File: src/rtl/uart_iid_pkg.sv
package uart_iid_pkg;
  localparam int CODE_W = 3;

  localparam logic [CODE_W-1:0] CODE_NONE    = 3'b000;
  localparam logic [CODE_W-1:0] CODE_LINE    = 3'b011;
  localparam logic [CODE_W-1:0] CODE_RXDATA  = 3'b010;
  localparam logic [CODE_W-1:0] CODE_TIMEOUT = 3'b110;
  localparam logic [CODE_W-1:0] CODE_TXEMPTY = 3'b001;

  localparam int EN_RX   = 0;
  localparam int EN_TX   = 1;
  localparam int EN_LINE = 2;

  typedef struct packed {
    logic selLine;
    logic selRxData;
    logic selTimeout;
    logic selTxEmpty;
  } iidSel_t;
endpackage

File: src/rtl/uart_iid_ctrl.sv
module uart_iid_ctrl
  import uart_iid_pkg::*;
#(
  parameter int EN_W = 3
) (
  input  logic            clk,
  input  logic            rstN,
  input  logic            lineStatusEvt,
  input  logic            rxDataAvail,
  input  logic            charTimeout,
  input  logic            txEmptyEvt,
  input  logic [EN_W-1:0] enableMask,
  input  logic            idRead,
  output iidSel_t         sel
);
  logic txPend;
  logic lineReq, rxReq, toReq, txReq;

  always_comb begin
    lineReq = lineStatusEvt & enableMask[EN_LINE];
    rxReq   = rxDataAvail   & enableMask[EN_RX];
    toReq   = charTimeout   & enableMask[EN_RX];
    txReq   = txPend        & enableMask[EN_TX];
  end

  // fixed priority: line > rx data > timeout > tx empty
  always_comb begin
    sel = '0;
    if (lineReq)    sel.selLine    = 1'b1;
    else if (rxReq) sel.selRxData  = 1'b1;
    else if (toReq) sel.selTimeout = 1'b1;
    else if (txReq) sel.selTxEmpty = 1'b1;
  end

  always_ff @(posedge clk) begin
    if (!rstN)                           txPend <= 1'b0;
    else if (txEmptyEvt)                 txPend <= 1'b1;
    else if (idRead && sel.selTxEmpty)   txPend <= 1'b0;
  end
endmodule

File: src/rtl/uart_iid_data.sv
module uart_iid_data
  import uart_iid_pkg::*;
#(
  parameter int ID_W   = 8,
  parameter int STAT_W = 2
) (
  input  iidSel_t         sel,
  input  logic            fifoEnabled,
  output logic [ID_W-1:0] intId,
  output logic            irq
);
  localparam int RSV_W = ID_W - STAT_W - CODE_W - 1;

  logic [CODE_W-1:0] code;
  logic              anyPend;

  always_comb begin
    unique case (1'b1)
      sel.selLine:    code = CODE_LINE;
      sel.selRxData:  code = CODE_RXDATA;
      sel.selTimeout: code = CODE_TIMEOUT;
      sel.selTxEmpty: code = CODE_TXEMPTY;
      default:        code = CODE_NONE;
    endcase
    anyPend = |sel;
    intId   = {{STAT_W{fifoEnabled}}, {RSV_W{1'b0}}, code, ~anyPend};
    irq     = anyPend;
  end
endmodule

File: src/rtl/uart_int_ident.sv
module uart_int_ident
  import uart_iid_pkg::*;
#(
  parameter int EN_W   = 3,
  parameter int ID_W   = 8,
  parameter int STAT_W = 2
) (
  input  logic            clk,
  input  logic            rstN,
  input  logic            lineStatusEvt,
  input  logic            rxDataAvail,
  input  logic            charTimeout,
  input  logic            txEmptyEvt,
  input  logic [EN_W-1:0] enableMask,
  input  logic            fifoEnabled,
  input  logic            idRead,
  output logic            irq,
  output logic [ID_W-1:0] intId
);
  iidSel_t sel;

  uart_iid_ctrl #(.EN_W(EN_W)) u_ctrl (
    .clk(clk), .rstN(rstN),
    .lineStatusEvt(lineStatusEvt), .rxDataAvail(rxDataAvail),
    .charTimeout(charTimeout), .txEmptyEvt(txEmptyEvt),
    .enableMask(enableMask), .idRead(idRead), .sel(sel)
  );

  uart_iid_data #(.ID_W(ID_W), .STAT_W(STAT_W)) u_data (
    .sel(sel), .fifoEnabled(fifoEnabled), .intId(intId), .irq(irq)
  );
endmodule

File: config.mk
export PLATFORM = sky130hd
export DESIGN_NAME = uart_int_ident
export DESIGN_NICKNAME = d
export VERILOG_FILES = /design/src/rtl/uart_iid_pkg.sv /design/src/rtl/uart_iid_ctrl.sv /design/src/rtl/uart_iid_data.sv /design/src/rtl/uart_int_ident.sv
export SDC_FILE = /design/constraint.sdc
export NUM_CORES = 1
export LEC_CHECK = 0
export BUFFER_PORTS_ARGS = -buffer_cell sky130_fd_sc_hd__buf_4
export CAP_MARGIN = 10
export CORE_AREA = 2 2 39 41
export CTS_BUF_LIST = sky130_fd_sc_hd__clkbuf_8
export DETAILED_ROUTE_END_ITERATION = 10
export DIE_AREA = 0 0 41 43
export GPL_ROUTABILITY_DRIVEN = 0
export PLACE_DENSITY_LB_ADDON = 0.05
export SETUP_SLACK_MARGIN = 0.2
export SYNTH_ARGS = -nofsm -noshare
export SYNTH_HDL_FRONTEND = slang
export SYNTH_SLANG_ARGS = --single-unit
File: constraint.sdc
create_clock -name clk -period 0.8 [get_ports clk]
set_input_delay 0.08 -clock clk [delete_from_list [all_inputs] [get_ports clk]]
set_output_delay 0.08 -clock clk [all_outputs]
set_load 0.02 [all_outputs]
# Word level (Yosys, flattened, before mapping)
# Cells that the tools add are included.
# Widths: inputs -> output; s select.
# word_totals
ff_bits	1
output_inout_bits	9
input_bits	11
elab_cells	19
# op_classes
n_bitwise	5
reduce_logical	3
n_mux	10
# ops
cell	count
$pmux 3 s4	1
$mux 1	7
$and 1x1->1	4
$reduce_or 4->1	1
$mux 3	1
$mux 2	1
$reduce_bool 2->1	1
$logic_and 1x1->1	1
$not 1->1	1

# Logic depth before layout (Yosys ltp)
# logic_depth
word_depth	8
ltp_mapped	2
ltp_nobuf	2

# Hierarchy
# Synthesis repeated with hierarchy kept, for this count alone.
# unflattened
cells_unflattened	21
area_unflattened_um2	153.9
# by_module_without_submodules
module	seq_area_each_um2	cells_per_inst	instances	area_each_um2
uart_iid_ctrl	20.0	11	1	88.8
uart_iid_data	0.0	10	1	65.1

# Worst setup path before layout
# OpenSTA, ideal clock, no wires.
# synth_path
path_kind	register to output
from	register u_ctrl.txPend
to	output port intId[0]
n_path_buf	0
path_slack_ns	0.102
path_stages_with_launch	3
t_required_ns	0.720
arrival_ns	0.618
path_cell_list	dfxtp_1 -> nand2_1 -> and3_1
# synth_via
elab_chain_cells	7
# synth_lines
element	line_no	source
start, declared	uart_iid_ctrl.sv:16	logic txPend;
start signal, assigned	uart_iid_ctrl.sv:36	if (!rstN) txPend <= 1'b0;
start signal, assigned	uart_iid_ctrl.sv:37	else if (txEmptyEvt) txPend <= 1'b1;
start signal, assigned	uart_iid_ctrl.sv:38	else if (idRead && sel.selTxEmpty) txPend <= 1'b0;
$and 1x1->1	uart_iid_ctrl.sv:23	txReq = txPend & enableMask[EN_TX];
$mux 1	uart_iid_ctrl.sv:32	else if (txReq) sel.selTxEmpty = 1'b1;
$mux 1	uart_iid_ctrl.sv:31	else if (toReq) sel.selTimeout = 1'b1;
$mux 2	uart_iid_ctrl.sv:30	else if (rxReq) sel.selRxData = 1'b1;
$mux 3	uart_iid_ctrl.sv:29	if (lineReq) sel.selLine = 1'b1;
$reduce_or 4->1	uart_iid_data.sv:25	anyPend = |sel;
$not 1->1	uart_iid_data.sv:26	intId = {{STAT_W{fifoEnabled}}, {RSV_W{1'b0}}, code, ~anyPend};
end, declared	uart_int_ident.sv:18	output logic [ID_W-1:0] intId
# No other way between the ends.

# Final worst setup path
# layout_path
from	register u_ctrl.txPend
to	output port intId[1]
# layout_via
elab_chain_cells	6
# layout_lines
element	line_no	source
$and 1x1->1	uart_iid_ctrl.sv:23	
$mux 1	uart_iid_ctrl.sv:32	
$mux 1	uart_iid_ctrl.sv:31	
$mux 2	uart_iid_ctrl.sv:30	
$mux 3	uart_iid_ctrl.sv:29	
$pmux 3 s4	uart_iid_data.sv:18	unique case (1'b1)
# No other way between the ends.

==> metrics.txt <==
crit path max fanout=3; antenna violations before repair=0; max-cap check violation count=0; Pwr Density=around 800 nW/µm²; Pins Over Slew Limit=0; Post-Synth XOR/XNOR Area=0%; met3 usage=0.5236%; Simple-Gate Fraction of Synth Area=around a third; sequential element share of the synthesized area=about 16%; CTS clk-pin slew, worst paths=0 ns; clock power share=0%; WP data required=approximately 0.72 ns; layout cell share with drive strength beyond 1=70.00%; Initial DRT Pass Iterations=1; CP peak stage delay=a little over 0.3 ns; post-synthesis compound-gate area fraction=24.75%; max FFs per register=1; post-synth top area share=23.76%; crit-path cells=a32o_2 -> buf_6; most area-consuming cells after synthesis=buf_4, dfxtp_1, a32o_2, nand2_1, and4b_1; mux share of post-synthesis cell area=0%; top-count cell post-synth=buf_4; Placeable Area=1384 µm²; largest registers=u_ctrl.txPend: 1 flops; CTS Hold Bufs=0; Power, Total=~0.24 mW; status=completed; P_int=0.1549 mW; Slowest cell on crit path=dfxtp_2; final worst-path cycle share=about 97%; clk_lat worst skew=0 ns; Worst setup SP type=register; Syn Inst Count=17; CP Class=reg -> out; synth cell count leaders=buf_4, nand2_1; Switch Pwr=about 0.080 mW; Die Y=43 µm; CP arrival=0.70 ns; Total Routed Length=roughly 400 µm; Post-synth EDFFs=0; Finish-stage setup viols=0; hold crit path type=in -> out; Residual DRC=0; Synth area leader=buf_4; final hold viol count=0; initial drt markers=0; Synth Flop Type=dfxtp_1; Worst VDD drop=about 0.23 mV; IO Port Bufs=14; Via density=around 3.6; Congestion Overflow GR=0; met2 usage=6.250%; DRT antenna net count=0; combinational power share=about three quarters; ANT cells=0; initial core utilization=about 9%; unrepaired setup endpoints after global routing=true; # fillers=about 150; LEAKAGE=about 0.15 nW; Ys Warns=0; largest family of logic cells by synthesized area=simple AND/OR/NAND/NOR gates; final design utilization=between 20% and 30%; Top Usage Layer GRT=met1; Adder-Cell Fraction of Synth Area=0%; CP Capture Type=output port; Vias=~170; sw frac=about 34%; Tot GR Track Use=under 10%; global-route wire length before repair=just over 600 µm; DIE AREA=approximately 1800 µm²; Clock Skew=0 ns; pin count of the biggest net entering global routing=6; #FFs+latches synth=1; met1 Use GR=between 8 and 9%; crit path time final=0.7760 ns; Most flops, register=u_ctrl.txPend; Site Rows=14; Routed wire per std cell=about 8.6 µm; Netlist Area Pre-Place=between 100 and 150 µm²; Max Freq=1289 MHz; share of power burned in registers=between 20% and 30%; synth-to-layout area growth=133.7%; fin nets=43; ys async rst share=0%; reg-to-reg slack, setup=0.16 ns; I/O Pins=20; Syn Area/Cell=approximately 7.4 µm²; DIE WIDTH=between 40 and 50 µm; post-synthesis cell type count=12; vias in the first global route=between 100 and 150
-- stage by stage --
stage          area, µm²  setup TNS [ns]  setup slack [ns]  hold slack [ns]  std cells
2_1_floorplan      135.1               0            0.1449           0.2183         18
3_3_place_gp       237.7         -0.1041          -0.05823           0.1602         45
3_5_place_dp       237.7         -0.1107          -0.06008           0.1602         45
4_1_cts            291.5               0           0.02638           0.1602         46
5_1_grt            295.3       -0.001501         -0.001501           0.1602         46
6_report           295.3               0           0.02397           0.1601         46
-- repair_timing --
item                       CTS  global route
setup endpoints to repair    6             6
hold endpoints to repair     0             0
pin swaps                    7             3
resized for setup           12             1
setup buffers                1             0
-- cells in the final DEF (no fill, tap or decap) --
cell     instances
nand2_1          2
a32o_2           1
and3_4           1
a31oi_1          1
buf_6            7
o21ai_4          1
conb_1           2
dfxtp_2          1
buf_4            8
o21ai_0          1
nand3_1          1
nand2_4          1
and4b_1          1
and3b_1          1
buf_8            1
-- logic make-up (layout without fill, tap and decap cells) --
kind of cell           count (synthesis)  after routing
AO/OA/AOI/OAI                          4              4
flip-flops                             1              1
other                                  1              2
buffers and inverters                  4             16
AND/OR/NAND/NOR                        7              7
-- power groups by stage --
stage / Combinational (mW) / Clock [mW] / Sequential (mW)
floorplan: 0.0894 / 0 / 0.0568
global placement: 0.143 / 0 / 0.0581
detailed placement: 0.144 / 0 / 0.0577
CTS: 0.176 / 0 / 0.0587
global route: 0.190 / 0 / 0.0593
finish: 0.176 / 0 / 0.0590
-- worst max-delay path: cells and delay by family (launching register included) --
kind | cells | cell delay (ns)
AO/OA/AOI/OAI | 1 | 0.26
buffers and inverters | 1 | 0.13
flip-flops | 1 | 0.31
-- area by class of cell --
cell class	instances	area, µm²	area share (%)
repair buffers	16	153.9	52.12
multi-input cells	13	100.1	33.90
flip-flops and latches	1	21.27	7.203
well taps	16	20.02	6.780
-- per-layer routing --
layer | part of all wire, % | up-vias
met5 | 0 | -
met2 | 45 | 11
met4 | 0 | 0
li1 | - | 82
met3 | 10 | 0
met1 | 44 | 72
-- path summary, 6_finish.rpt --
path / to / cells past startpoint / start
worst min-delay path: intId[7] / 0 / fifoEnabled
worst min register to register: u_ctrl.txPend / 2 / u_ctrl.txPend
worst max-delay path: intId[1] / 2 / u_ctrl.txPend
worst max register to register: u_ctrl.txPend / 2 / u_ctrl.txPend
Power figures use the tool's default switching activity.
